===== src/rtl/dech_pkg.sv =====
package dech_pkg;

    typedef enum logic {
        ROLE_NT = 1'b0,
        ROLE_TE = 1'b1
    } role_e;

    typedef struct packed {
        role_e role;
        logic  echo_inv;
        logic  map_echo;
        logic  bypass;
        logic  mf_en;
    } cfg_t;

    typedef struct packed {
        logic fa;
        logic m;
        logic s;
    } mf_t;

    localparam int   MF_W      = $bits(mf_t);
    localparam logic IDLE_BIT  = 1'b1;
    localparam cfg_t CFG_CLEAR = '{role: ROLE_NT, echo_inv: 1'b0, map_echo: 1'b0,
                                   bypass: 1'b0, mf_en: 1'b0};
    localparam mf_t  MF_ZERO   = '{fa: 1'b0, m: 1'b0, s: 1'b0};

    function automatic logic echo_of(input logic d_prev, input logic inv);
        return d_prev ^ inv;
    endfunction

    function automatic logic contend(input logic byp, input logic gnt, input logic d);
        return (byp || gnt) ? d : IDLE_BIT;
    endfunction

    function automatic logic bp_slot(input logic map_e, input logic d, input logic e);
        return map_e ? e : d;
    endfunction

endpackage


===== src/rtl/dech_cfg_reg.sv =====
module dech_cfg_reg
    import dech_pkg::*;
(
    input  logic clk,
    input  logic rst,
    input  logic sw_rst,
    input  logic load,
    input  cfg_t cfg_in,
    output cfg_t cfg_q
);

    always_ff @(posedge clk) begin
        if (rst || sw_rst) begin
            cfg_q <= CFG_CLEAR;
        end else if (load) begin
            cfg_q <= cfg_in;
        end
    end


    sw_clear_chk: assert property (@(posedge clk) disable iff (rst)
        sw_rst |=> cfg_q == CFG_CLEAR);


    cfg_load_chk: assert property (@(posedge clk) disable iff (rst || sw_rst)
        load |=> cfg_q == $past(cfg_in));

endmodule


===== src/rtl/dech_echo_nt.sv =====
module dech_echo_nt
    import dech_pkg::*;
(
    input  logic  clk,
    input  logic  clr,
    input  role_e role,
    input  logic  inv,
    input  logic  d_stb,
    input  logic  d_rx,
    input  logic  e_stb,
    output logic  e_tx
);

    logic d_prev_q;

    always_ff @(posedge clk) begin
        if (clr) begin
            d_prev_q <= IDLE_BIT;
        end else if (d_stb) begin
            d_prev_q <= d_rx;
        end
    end

    always_ff @(posedge clk) begin
        if (clr) begin
            e_tx <= IDLE_BIT;
        end else if (e_stb && role == ROLE_NT) begin
            e_tx <= echo_of(d_prev_q, inv);
        end
    end


    echo_hold_chk: assert property (@(posedge clk) disable iff (clr)
        (!e_stb || role == ROLE_TE) |=> $stable(e_tx));


    echo_old_bit_chk: assert property (@(posedge clk) disable iff (clr)
        (e_stb && d_stb && role == ROLE_NT && !inv && d_rx != d_prev_q)
        |=> e_tx != $past(d_rx));

endmodule


===== src/rtl/dech_te_path.sv =====
module dech_te_path
    import dech_pkg::*;
(
    input  logic  clk,
    input  logic  clr,
    input  role_e role,
    input  logic  map_echo,
    input  logic  bypass,
    input  logic  d_stb,
    input  logic  d_rx,
    input  logic  e_rx,
    input  logic  d_tx_stb,
    input  logic  d_bp_in,
    input  logic  grant,
    output logic  d_tx,
    output logic  d_bp_out
);

    logic te;
    assign te = (role == ROLE_TE);

    always_ff @(posedge clk) begin
        if (clr) begin
            d_bp_out <= IDLE_BIT;
        end else if (te && d_stb) begin
            d_bp_out <= bp_slot(map_echo, d_rx, e_rx);
        end
    end

    always_ff @(posedge clk) begin
        if (clr) begin
            d_tx <= IDLE_BIT;
        end else if (te && d_tx_stb) begin
            d_tx <= contend(bypass, grant, d_bp_in);
        end
    end


    no_grant_idle_chk: assert property (@(posedge clk) disable iff (clr)
        (te && d_tx_stb && !bypass && !grant) |=> d_tx == IDLE_BIT);


    bypass_pass_chk: assert property (@(posedge clk) disable iff (clr)
        (te && d_tx_stb && bypass) |=> d_tx == $past(d_bp_in));


    te_hold_chk: assert property (@(posedge clk) disable iff (clr)
        !te |=> ($stable(d_tx) && $stable(d_bp_out)));

endmodule


===== src/rtl/dech_mframe.sv =====
module dech_mframe
    import dech_pkg::*;
(
    input  logic            clk,
    input  logic            clr,
    input  role_e           role,
    input  logic            en,
    input  logic            mf_stb,
    input  logic [MF_W-1:0] mf_pat,
    output mf_t             mf_q
);

    logic drive_pat;
    assign drive_pat = (role == ROLE_NT) && en;

    always_ff @(posedge clk) begin
        if (clr) begin
            mf_q <= MF_ZERO;
        end else if (mf_stb) begin
            mf_q <= drive_pat ? mf_t'(mf_pat) : MF_ZERO;
        end
    end


    mf_zero_chk: assert property (@(posedge clk) disable iff (clr)
        (mf_stb && !drive_pat) |=> mf_q == MF_ZERO);


    mf_te_quiet_chk: assert property (@(posedge clk) disable iff (clr)
        (role == ROLE_TE) |=> $countones(mf_q) == 0 || $stable(mf_q));

endmodule


===== src/rtl/dech_bit_unit.sv =====
module dech_bit_unit
    import dech_pkg::*;
(
    input  logic       clk,
    input  logic       rst,
    input  logic       sw_rst,
    input  logic       cfg_load,
    input  logic       cfg_role_te,
    input  logic       cfg_echo_inv,
    input  logic       cfg_map_echo,
    input  logic       cfg_bypass,
    input  logic       cfg_mf_en,
    input  logic       d_stb,
    input  logic       d_rx,
    input  logic       e_stb,
    input  logic       e_rx,
    input  logic       d_tx_stb,
    input  logic       d_bp_in,
    input  logic       grant,
    input  logic       mf_stb,
    input  logic [2:0] mf_pat,
    output logic       e_tx,
    output logic       d_tx,
    output logic       d_bp_out,
    output logic       fa_tx,
    output logic       m_tx,
    output logic       s_tx
);

    logic clr;
    cfg_t cfg_in;
    cfg_t cfg_q;
    mf_t  mf_q;

    assign clr    = rst || sw_rst;
    assign cfg_in = '{role: role_e'(cfg_role_te), echo_inv: cfg_echo_inv,
                      map_echo: cfg_map_echo, bypass: cfg_bypass, mf_en: cfg_mf_en};

    dech_cfg_reg u_cfg (
        .clk    (clk),
        .rst    (rst),
        .sw_rst (sw_rst),
        .load   (cfg_load),
        .cfg_in (cfg_in),
        .cfg_q  (cfg_q)
    );

    dech_echo_nt u_echo (
        .clk   (clk),
        .clr   (clr),
        .role  (cfg_q.role),
        .inv   (cfg_q.echo_inv),
        .d_stb (d_stb),
        .d_rx  (d_rx),
        .e_stb (e_stb),
        .e_tx  (e_tx)
    );

    dech_te_path u_te (
        .clk      (clk),
        .clr      (clr),
        .role     (cfg_q.role),
        .map_echo (cfg_q.map_echo),
        .bypass   (cfg_q.bypass),
        .d_stb    (d_stb),
        .d_rx     (d_rx),
        .e_rx     (e_rx),
        .d_tx_stb (d_tx_stb),
        .d_bp_in  (d_bp_in),
        .grant    (grant),
        .d_tx     (d_tx),
        .d_bp_out (d_bp_out)
    );

    dech_mframe u_mf (
        .clk    (clk),
        .clr    (clr),
        .role   (cfg_q.role),
        .en     (cfg_q.mf_en),
        .mf_stb (mf_stb),
        .mf_pat (mf_pat),
        .mf_q   (mf_q)
    );

    assign fa_tx = mf_q.fa;
    assign m_tx  = mf_q.m;
    assign s_tx  = mf_q.s;


    reset_out_chk: assert property (@(posedge clk) disable iff (1'b0)
        rst |=> (e_tx && d_tx && d_bp_out && !fa_tx && !m_tx && !s_tx));

endmodule


===== config.mk =====
export PLATFORM = sky130hd
export DESIGN_NAME = dech_bit_unit
export DESIGN_NICKNAME = d
export VERILOG_FILES = /design/src/rtl/dech_pkg.sv /design/src/rtl/dech_cfg_reg.sv /design/src/rtl/dech_echo_nt.sv /design/src/rtl/dech_te_path.sv /design/src/rtl/dech_mframe.sv /design/src/rtl/dech_bit_unit.sv
export SDC_FILE = /design/constraint.sdc
export NUM_CORES = 1
export LEC_CHECK = 0
export BUFFER_PORTS_ARGS = -buffer_cell sky130_fd_sc_hd__buf_2
export CAP_MARGIN = 5
export CORE_AREA = 2 2 39 41
export DETAILED_ROUTE_END_ITERATION = 10
export DIE_AREA = 0 0 41 43
export GPL_ROUTABILITY_DRIVEN = 0
export PLACE_DENSITY = 0.67
export SETUP_SLACK_MARGIN = 0.15
export SYNTH_ARGS = -nofsm -noshare
export SYNTH_HDL_FRONTEND = slang
export SYNTH_SLANG_ARGS = --single-unit
export TNS_END_PERCENT = 30

===== constraint.sdc =====
create_clock -name clk -period 2.19 [get_ports clk]
set_input_delay 0.438 -clock clk [delete_from_list [all_inputs] [get_ports clk]]
set_output_delay 0.438 -clock clk [all_outputs]
set_load 0.01 [all_outputs]

==> impl_metrics.tcl, run 1 <==
set metrics [dict create \
    cts_max_level 1 \
    setup-violations-final 0 \
    initial_core_util_pct 34.90 \
    fin_worst_skew_ns 0.004273 \
    vias 427 \
    crit_chain "buf_2" \
    synth_warnings 0 \
    drc 0 \
    syn-num-nets 71 \
    critical-path-top-delay-family "flip-flops" \
    critPathKind "reg2out" \
    whs_ns 0.4054 \
    dp.final_hpwl_um 750.3 \
    hp-class "in2reg" \
    cts_resized 0 \
    ys_top_cells_by_count "dfxtp_1 (12), mux2i_1 (7), nor2_1 (7)" \
    overflow 0 \
    cp.depth 1 \
    hold_violations 0 \
    power_uw 439.5 \
    yosysTopAreaCellShare_pct 49.74 \
    timing.fmax_mhz 842.4 \
    cts.path.max_buffers 2 \
    synth_edf_count 0 \
    grt_pass1_vias 357 \
    fin_setup_tns_ns 0 \
    ant_nets 0 \
    reg2reg_slack_ns 1.29 \
    ir_drop_v 0.0003265 \
    viasPerCell 4.543 \
    multi_input_area_um2 226.5 \
    seq_area_um2 240.2 \
    synthTopCellsByArea "dfxtp_1 (50%), mux2i_1 (15%), nor2_1 (5.4%), a21oi_1 (4.1%), nand2b_1 (3.9%)" \
    outcome "finished, final reports clean" \
    cts_buffers 3 \
    die_w_um 41 \
    hold_buffers 0 \
    insertion_delay_ns 0.27 \
    nFillCells 143 \
    max_stage_delay_ns 0.35 \
    worst_setup_path_start_kind "flip-flop" \
    dr.pass1.iters 4 \
    yosysTopAreaCell "dfxtp_1" \
    core-area_um2 1384 \
    area_delta_synth_final_pct 34.20 \
    die_area_um2 1763 \
    async_flop_share_pct 0 \
    cp_data_required_time_ns 1.75 \
    critPathArrivalTime_ns 0.75 \
    worst-path-buf-inv 1 \
    reg2reg_depth 3 \
    grtUsageTotal_pct 13.64 \
    hold_depth 3 \
    layout-drive-gt1-share_pct 38.46 \
    root_buffer "clkbuf_4" \
    rsz0062_at_grt "false" \
    antenna_found_initial 0 \
    routed_wl_um 959 \
    yosysSeqAreaShare_pct 49.74 \
    grt_pass1_wl_um 1442 \
    synthesis.area_um2 483.0 \
    syn_inst 51 \
    synthFlopType "dfxtp_1" \
    cts_tree "built" \
    final_core_util_pct 46.84 \
    synth-seq-cells 12 \
    num_antenna_cells 0 \
    io_buffers 25 \
    slew-limit-headroom_pct 77.69 \
    worst_slew_pin_slew_ns 0.3346 \
    crit_path_end_kind "primary output" \
    syn_avg_cell_area_um2 9.470 \
    clock-sinks 12 \
    synth_most_common_cell "dfxtp_1" \
    layout.nets 99 \
    min_period_ns 1.187 \
    slew_viol_final 0 \
    period_share_pct 54.21 \
    ioPinCount 26 \
    slowest_stage "dfxtp_1" \
    clkTransAtPathRegs_ns 0.08 \
    post_cts_buffers 0 \
    grt_max_degree 10 \
    route.detailed.wl_per_inst_um 10.20 \
    first_iter_violations 4 \
    synthDistinctLibCells 17 \
    p_per_area_nw_per_um2 678.1 \
    maxCapViolations 0 \
    row_count 14 \
    die_h_um 43 \
    p_leak_uw 0.0002952 \
    critPathMaxFanout 2 \
]
[metrics by stage]
step / instance area [um2] / instances / worst slack [ns]
after global placement: 611.8 / 90 / 0.9513
final: 648.1 / 94 / 1.003
after detailed placement: 611.8 / 90 / 0.9251
after CTS: 648.1 / 94 / 0.9808
after floorplan: 483.0 / 51 / 1.097
after global routing: 648.1 / 94 / 0.9385
[path summary, 6_finish.rpt]
kind | start | endpoint
setup / recovery | u_echo.e_tx$_SDFFE_PP1P_ | e_tx
hold / removal | d_rx | u_echo.d_prev_q$_SDFFE_PP1P_
setup reg to reg | u_cfg.cfg_q[4]$_SDFFE_PP0P_ | u_te.d_tx$_SDFFE_PP1P_
hold reg to reg | u_mf.mf_q[0]$_SDFFE_PP0P_ | u_mf.mf_q[0]$_SDFFE_PP0P_
[layout make-up]
| type | instances | share of cell area, % |
|---|---|---|
| multi-input combinational | 37 | 34.94 |
| timing repair buffer | 25 | 19.31 |
| sequential | 12 | 37.07 |
| tap | 16 | 3.089 |
| clock buffer | 4 | 5.598 |
[tightest hold or removal path: stages]
cell and delay [ns]:
buf_2 0.09, mux2i_1 0.06, nand2_1 0.06
[report_power, final]
group | total (uW) | switching (uW) | internal [uW] | leakage, uW
registers | 226 | 3.28 | 222 | 0.0000974
logic | 41.1 | 18.5 | 22.7 | 0.000177
clock network | 173 | 71.7 | 101 | 0.0000210
[layout by cell type, fill, tap and decap left out]
| master | count |
|---|---|
| a21oi_1 | 4 |
| a31oi_1 | 1 |
| buf_2 | 25 |
| clkbuf_4 | 3 |
| clkbuf_8 | 1 |
| dfxtp_1 | 12 |
| mux2i_1 | 7 |
| nand2_1 | 4 |
| nand2b_1 | 3 |
| nand3_1 | 3 |
| nor2_1 | 7 |
| nor2b_1 | 2 |
| nor3_1 | 1 |
| nor3_2 | 1 |
| o211ai_1 | 1 |
| o21ai_0 | 1 |
| or2_1 | 1 |
| xnor2_1 | 1 |
[registers in the layout, summed over array words and instances, names as in the netlist]
signal           count
u_te.d_bp_out        1
u_cfg.cfg_q          5
u_echo.d_prev_q      1
u_te.d_tx            1
u_echo.e_tx          1
u_mf.mf_q            3
[logic make-up after synthesis]
family | Yosys count | synth area share (%)
AO/OA/AOI/OAI | 7 | 8.032
XOR/XNOR | 1 | 1.814
buffers and inverters | 2 | 3.367
flip-flops | 12 | 49.74
multiplexers | 7 | 14.51
AND/OR/NAND/NOR | 22 | 22.54
[routing by layer]
metal	up-vias	global-route usage (%)	wire (um)
li1	229	-	-
met1	179	14.10	446
met2	17	18.44	423
met3	2	6.283	67
met4	0	14.00	22
met5	-	0	0
Note: power is estimated with default switching activity, not from simulation.
==> run 2, diff against run 1 <==
--- a/config.mk
+++ b/config.mk
@@ -5,13 +5,14 @@
 export SDC_FILE = /design/constraint.sdc
 export NUM_CORES = 1
 export LEC_CHECK = 0
+export ABC_AREA = 1
 export BUFFER_PORTS_ARGS = -buffer_cell sky130_fd_sc_hd__buf_2
 export CAP_MARGIN = 5
 export CORE_AREA = 2 2 39 41
 export DETAILED_ROUTE_END_ITERATION = 10
 export DIE_AREA = 0 0 41 43
 export GPL_ROUTABILITY_DRIVEN = 0
-export PLACE_DENSITY = 0.67
+export PLACE_DENSITY = 0.7
 export SETUP_SLACK_MARGIN = 0.15
 export SYNTH_ARGS = -nofsm -noshare
 export SYNTH_HDL_FRONTEND = slang
==> constraint.sdc (replaced) <==
create_clock -name clk -period 1.1 [get_ports clk]
set_input_delay 0.22 -clock clk [delete_from_list [all_inputs] [get_ports clk]]
set_output_delay 0.22 -clock clk [all_outputs]
set_load 0.01 [all_outputs]
==> run 2 against run 1 <==
Against the previous run: synthesized cell count up 53%; sequential share of layout area down 2.8 points; design area up 11%; critical endpoint is now d_bp_out; combinational power rose to 2.5 times the previous value.
==> impl_metrics.tcl, run 2 <==
set metrics [dict create \
    max_stage_delay_ns 0.32 \
    whs_ns 0.1566 \
    initial_core_util_pct 37.70 \
    hold_end "u_mf.mf_q[2]$_SDFFE_PP0P_" \
    largest_register_ffs 5 \
    syn_avg_cell_area_um2 6.689 \
    final_common_cell "nand2_1" \
    layout-drive-gt1-share_pct 33.96 \
    yosysTopAreaCell "dfxtp_1" \
    hold_violations 0 \
    hp-start "mf_stb" \
    multi_input_area_um2 225.2 \
    outcome "finished, final reports clean" \
    cts_tree "built" \
    slowest_stage "dfxtp_2" \
    hold_buffers 0 \
    critical-path-top-delay-family "flip-flops" \
    crit_path_end_kind "primary output" \
    grtUsageTotal_pct 15.83 \
    fin_worst_skew_ns 0.002198 \
    r2r_start "u_cfg.cfg_q[4]$_SDFFE_PP0P_" \
    die_w_um 41 \
    setup-violations-final 0 \
    drc 0 \
    die_area_um2 1763 \
    place_inst 119 \
    core-area_um2 1384 \
    row_count 14 \
    regMostFlops "u_cfg.cfg_q" \
    syn-num-nets 98 \
    reg2reg_depth 4 \
    worst_setup_path_start_kind "flip-flop" \
    seq_area_um2 247.7 \
    dpl-instance-area_um2 666.9 \
    synth_edf_count 0 \
    maxCapViolations 0 \
    worst-path-buf-inv 1 \
    p_per_area_nw_per_um2 1140 \
    first_iter_violations 7 \
    io_buffers 25 \
    num_antenna_cells 0 \
    min_period_ns 0.9339 \
    viasPerCell 4.434 \
    synthesis.area_um2 521.8 \
    p_leak_uw 0.0003860 \
    cts_max_level 1 \
    antenna_found_initial 0 \
    synthFlopType "dfxtp_1" \
    dr.pass1.iters 4 \
    grt_max_degree 7 \
    insertion_delay_ns 0.27 \
    final_cell_area_um2 721.9 \
    critPathKind "reg2out" \
    reg.largest.list "u_cfg.cfg_q (5), u_mf.mf_q (3)" \
    cts.path.max_buffers 2 \
    timing.fmax_mhz 1071 \
    route.detailed.wl_per_inst_um 8.836 \
    hold_depth 2 \
    crit_chain "buf_2" \
    period_share_pct 84.90 \
    slew-limit-headroom_pct 89.49 \
    grt_pass1_wl_um 1897 \
    ant_nets 0 \
    ys_top_cells_by_count "nand2_1 (33), inv_1 (15), dfxtp_1 (12)" \
    stdcell_count 122 \
    synthDistinctLibCells 11 \
    area_delta_synth_final_pct 38.37 \
    reg2reg_slack_ns 0.28 \
    synth_most_common_cell "nand2_1" \
    final_core_util_pct 52.17 \
    synthTopCellsByArea "dfxtp_1 (46%), nand2_1 (24%), inv_1 (11%), a21oi_1 (8.6%), nand3_1 (2.9%)" \
    overflow 0 \
    nFillCells 147 \
    rsz0062_at_grt "true" \
    timing.rr.end "u_echo.e_tx$_SDFFE_PP1P_" \
    critPathArrivalTime_ns 0.71 \
    syn_inst 78 \
    mostFrequentLayoutCells "nand2_1 (33), buf_2 (21), inv_1 (15)" \
    root_buffer "clkbuf_4" \
    hp-class "in2reg" \
    vias 541 \
    yosysTopAreaCellShare_pct 46.04 \
    cts_buffers 3 \
    worst_slew_pin_slew_ns 0.1574 \
    ir_drop_v 0.0006395 \
    ioPinCount 26 \
    synth_warnings 0 \
    async_flop_share_pct 0 \
    yosysSeqAreaShare_pct 46.04 \
    clock-sinks 12 \
    critPathMaxFanout 2 \
    fin_setup_tns_ns 0 \
    routed_wl_um 1078 \
    synth-seq-cells 12 \
    dp.final_hpwl_um 881.1 \
    cp_data_required_time_ns 0.88 \
    slew_viol_final 0 \
    clkTransAtPathRegs_ns 0.07 \
    die_h_um 43 \
    grt_pass1_vias 487 \
    layout.nets 128 \
]
[run 2: cell types whose count changed in the layout (fill, tap and decap cells not counted), moves of 5 or more]
cell / change
nand2_1: +29
inv_1: +15
mux2i_1: -7
dfxtp_1: -6
dfxtp_2: +6
nor2_1: -6
a21oi_1: +5
[run 2: cell type report]
class	count	area share, %
Sequential cell	12	34.32
Multi-Input combinational cell	51	31.20
Timing Repair Buffer	25	20.80
Inverter	15	7.799
Clock buffer	3	3.120
Tap cell	16	2.773
[run 2: worst max path at each step]
stage,end,slack [ns],from,cells past startpoint
after floorplan,u_echo.e_tx$_SDFFE_PP1P_,0.37,u_cfg.cfg_q[4]$_SDFFE_PP0P_,4
after global routing,m_tx,0.14,u_mf.mf_q[1]$_SDFFE_PP0P_,1
after global placement,u_echo.e_tx$_SDFFE_PP1P_,0.30,u_cfg.cfg_q[4]$_SDFFE_PP0P_,4
after detailed placement,u_echo.e_tx$_SDFFE_PP1P_,0.28,rst,5
after CTS,d_bp_out,0.14,u_te.d_bp_out$_SDFFE_PP1P_,1
final,d_bp_out,0.17,u_te.d_bp_out$_SDFFE_PP1P_,1
[run 2: per-layer routing]
layer	vias to the layer above	wire [um]	global-route usage [%]
met5	-	0	0
met4	0	16	10.00
met3	4	106	4.188
li1	293	-	-
met2	20	470	21.56
met1	224	485	21.17
[run 2: cell families after synthesis]
| logic type | count (synthesis) | synth area share (%) |
|---|---|---|
| DFF | 12 | 46.04 |
| and+or+nand+nor | 39 | 30.69 |
| AOI/OAI and AO/OA | 12 | 12.47 |
| buffers and inverters | 15 | 10.79 |
[run 2: power by group]
group / leakage (uW) / switching (uW) / total (uW) / internal, uW
registers: 0.0000977 / 8.52 / 457 / 448
logic: 0.000274 / 52.8 / 104 / 51.4
clock network: 0.0000138 / 135 / 262 / 126
total: 0.000386 / 197 / 823 / 626
[run 2: repair_timing]
| action | in CTS | in global routing |
|---|---|---|
| cloned | 0 | 0 |
| resized for setup | 1 | 9 |
| setup endpoints to repair | 3 | 6 |
| buffers inserted | 0 | 0 |
[run 2: per-stage QoR]
| step | power (uW) | worst slack, ns |
|---|---|---|
| final | 822.7 | 0.1661 |
| after floorplan | 510.5 | 0.3655 |
| after detailed placement | 565.7 | 0.2844 |
| after CTS | 832.1 | 0.1428 |
| after global placement | 563.9 | 0.3017 |
| after global routing | 872.4 | 0.1407 |
==> run 3, diff against run 2 <==
--- a/config.mk
+++ b/config.mk
@@ -8,11 +8,11 @@
 export ABC_AREA = 1
 export BUFFER_PORTS_ARGS = -buffer_cell sky130_fd_sc_hd__buf_2
 export CAP_MARGIN = 5
-export CORE_AREA = 2 2 39 41
+export CORE_MARGIN = 2
+export CORE_UTILIZATION = 38
 export DETAILED_ROUTE_END_ITERATION = 10
-export DIE_AREA = 0 0 41 43
 export GPL_ROUTABILITY_DRIVEN = 0
-export PLACE_DENSITY = 0.7
+export PLACE_DENSITY = 0.71
 export SETUP_SLACK_MARGIN = 0.15
 export SYNTH_ARGS = -nofsm -noshare
 export SYNTH_HDL_FRONTEND = slang
==> constraint.sdc (replaced) <==
create_clock -name clk -period 0.8 [get_ports clk]
set_input_delay 0.16 -clock clk [delete_from_list [all_inputs] [get_ports clk]]
set_output_delay 0.16 -clock clk [all_outputs]
set_load 0.01 [all_outputs]
==> run 3 against run 2 <==
Against the previous run: the flow now finishes with violations (negative setup slack); critical path type unchanged; setup slack worse by 0.23 ns; design area is 11% higher; register-to-register slack worse by 0.27 ns; largest power group unchanged; critical endpoint is now s_tx.
==> impl_metrics.tcl, run 3 (synthesis gave the netlist of run 2 again) <==
set metrics [dict create \
    swShare_pct 23.37 \
    routed_wl_um 1107 \
    critPathMaxFanout 2 \
    ir_drop_v 0.001392 \
    viasPerCell 4.423 \
    layout.nets 129 \
    critPathKind "reg2out" \
    crit_path_end_kind "primary output" \
    cts_tree "built" \
    whs_ns 0.09786 \
    rsz0062_at_grt "true" \
    combPwrFrac_pct 12.5 \
    cp_data_required_time_ns 0.64 \
    slew_viol_final 0 \
    core-area_um2 1285 \
    crit_chain "buf_6" \
    grt_max_degree 8 \
    worst_slew_pin_slew_ns 0.1564 \
    p_per_area_nw_per_um2 1566 \
    reg2reg_depth 4 \
    hp-class "in2reg" \
    worst-path-buf-inv 1 \
    slowest_stage "dfxtp_2" \
    outcome "complete, but fails checks" \
    cts_buffers 3 \
    reg.largest.list "u_cfg.cfg_q (5), u_mf.mf_q (3)" \
    ioPinCount 26 \
    cts.path.max_buffers 2 \
    dp.final_hpwl_um 839.3 \
    grt_pass1_vias 474 \
    area_delta_synth_final_pct 54.20 \
    die_w_um 41.06 \
    layout_setup_ws_ns -0.06884 \
    slew-limit-headroom_pct 89.55 \
    route.detailed.wl_per_inst_um 9.000 \
    root_buffer "clkbuf_4" \
    insertion_delay_ns 0.27 \
    drc 0 \
    clkPwrFrac_pct 37.7 \
    setup-violations-final 6 \
    hold_depth 3 \
    cp.depth 1 \
    p_switching_uw 294.5 \
    violations "negative setup slack" \
    overflow 0 \
    fin_worst_skew_ns 0.0009560 \
    die_h_um 41.06 \
    dr.pass1.iters 4 \
    layout-drive-gt1-share_pct 47.22 \
    row_count 13 \
    p_leak_uw 0.0004130 \
    antenna_found_initial 0 \
    p_seq_share_pct 49.8 \
    ant_nets 0 \
    timing.fmax_mhz 1151 \
    largest_register_ffs 5 \
    grtUsageTotal_pct 17.60 \
    regMostFlops "u_cfg.cfg_q" \
    grt_pass1_wl_um 1842 \
    critPathArrivalTime_ns 0.71 \
    clock-sinks 12 \
    cts_max_level 1 \
    initial_core_util_pct 40.60 \
    worst_setup_path_start_kind "flip-flop" \
    vias 544 \
    io_buffers 25 \
    p_int_uw 965.6 \
    min_period_ns 0.8688 \
    final_common_cell "nand2_1" \
    first_iter_violations 6 \
    max_stage_delay_ns 0.33 \
    hold_buffers 0 \
    die_area_um2 1686 \
    critical-path-top-delay-family "flip-flops" \
    num_antenna_cells 0 \
    preCtsSetupSlack_ns 0.02646 \
    mostFrequentLayoutCells "nand2_1 (30), buf_2 (19), inv_1 (14)" \
    period_share_pct 108.6 \
    clkTransAtPathRegs_ns 0.07 \
    maxCapViolations 0 \
    hold_violations 0 \
]
## run 3: cell count changes in the layout (fill, tap and decap cells not counted), moves of 2 or more
cell	delta
buf_6	+2
nand2_2	+2
buf_2	-2
dfxtp_1	-3
dfxtp_4	+2
nand3_2	+3
nand2_1	-3
a21oi_2	+3
a21oi_1	-3
nand3_1	-3
## run 3: per-stage QoR
stage               util (%)  setup TNS (ns)  area, um2  power [uW]  std cells
floorplan                  -               0      521.8       702.3         78
detailed placement     51.80               0      665.6       776.4        118
global placement       51.80               0      665.6       775.3        118
finish                 62.61         -0.3982      804.5        1260        123
global route           62.61         -0.6872      804.5        1332        123
CTS                    61.15         -0.4489      785.8        1271        123
## run 3: area by class of cell
cell class | instances | area (um2)
Sequential cell | 12 | 256.5
Clock buffer | 4 | 36.28
Fill cell | 127 | 480.5
Inverter | 15 | 58.81
Multi-Input combinational cell | 51 | 264.0
Timing Repair Buffer | 26 | 170.2
Tap cell | 15 | 18.77
## run 3: worst paths after layout
kind                                     from                           to  slack, ns
setup / recovery    u_mf.mf_q[0]$_SDFFE_PP0P_                         s_tx      -0.07
hold / removal                        d_bp_in       u_te.d_tx$_SDFFE_PP1P_        0.1
setup reg to reg  u_cfg.cfg_q[4]$_SDFFE_PP0P_     u_echo.e_tx$_SDFFE_PP1P_       0.01
hold reg to reg   u_cfg.cfg_q[1]$_SDFFE_PP0P_  u_cfg.cfg_q[1]$_SDFFE_PP0P_       0.47
## run 3: timing repair
item,4_1_cts,5_1_grt
setup endpoints to repair,12,15
gates resized for setup,22,6
pin swaps,5,3
buffers inserted,1,0
## run 3: layer usage
metal / share of wire (%) / track usage, % / wire length, um / vias to the layer above
met4: 0 / 6.667 / 0 / 0
met3: 7.0 / 9.783 / 78 / 0
met2: 52 / 30.86 / 576 / 17
met5: 0 / 0 / 0 / -
li1: - / - / - / 298
met1: 41 / 16.88 / 451 / 229
## run 3: power by group through the flow
| stage | clock, uW | sequential, uW | combinational (uW) |
|---|---|---|---|
| after floorplan | 0 | 642 | 60.6 |
| after global placement | 0 | 639 | 136 |
| after detailed placement | 0 | 640 | 137 |
| after CTS | 490 | 629 | 153 |
| after global routing | 522 | 630 | 180 |
| final | 476 | 627 | 158 |
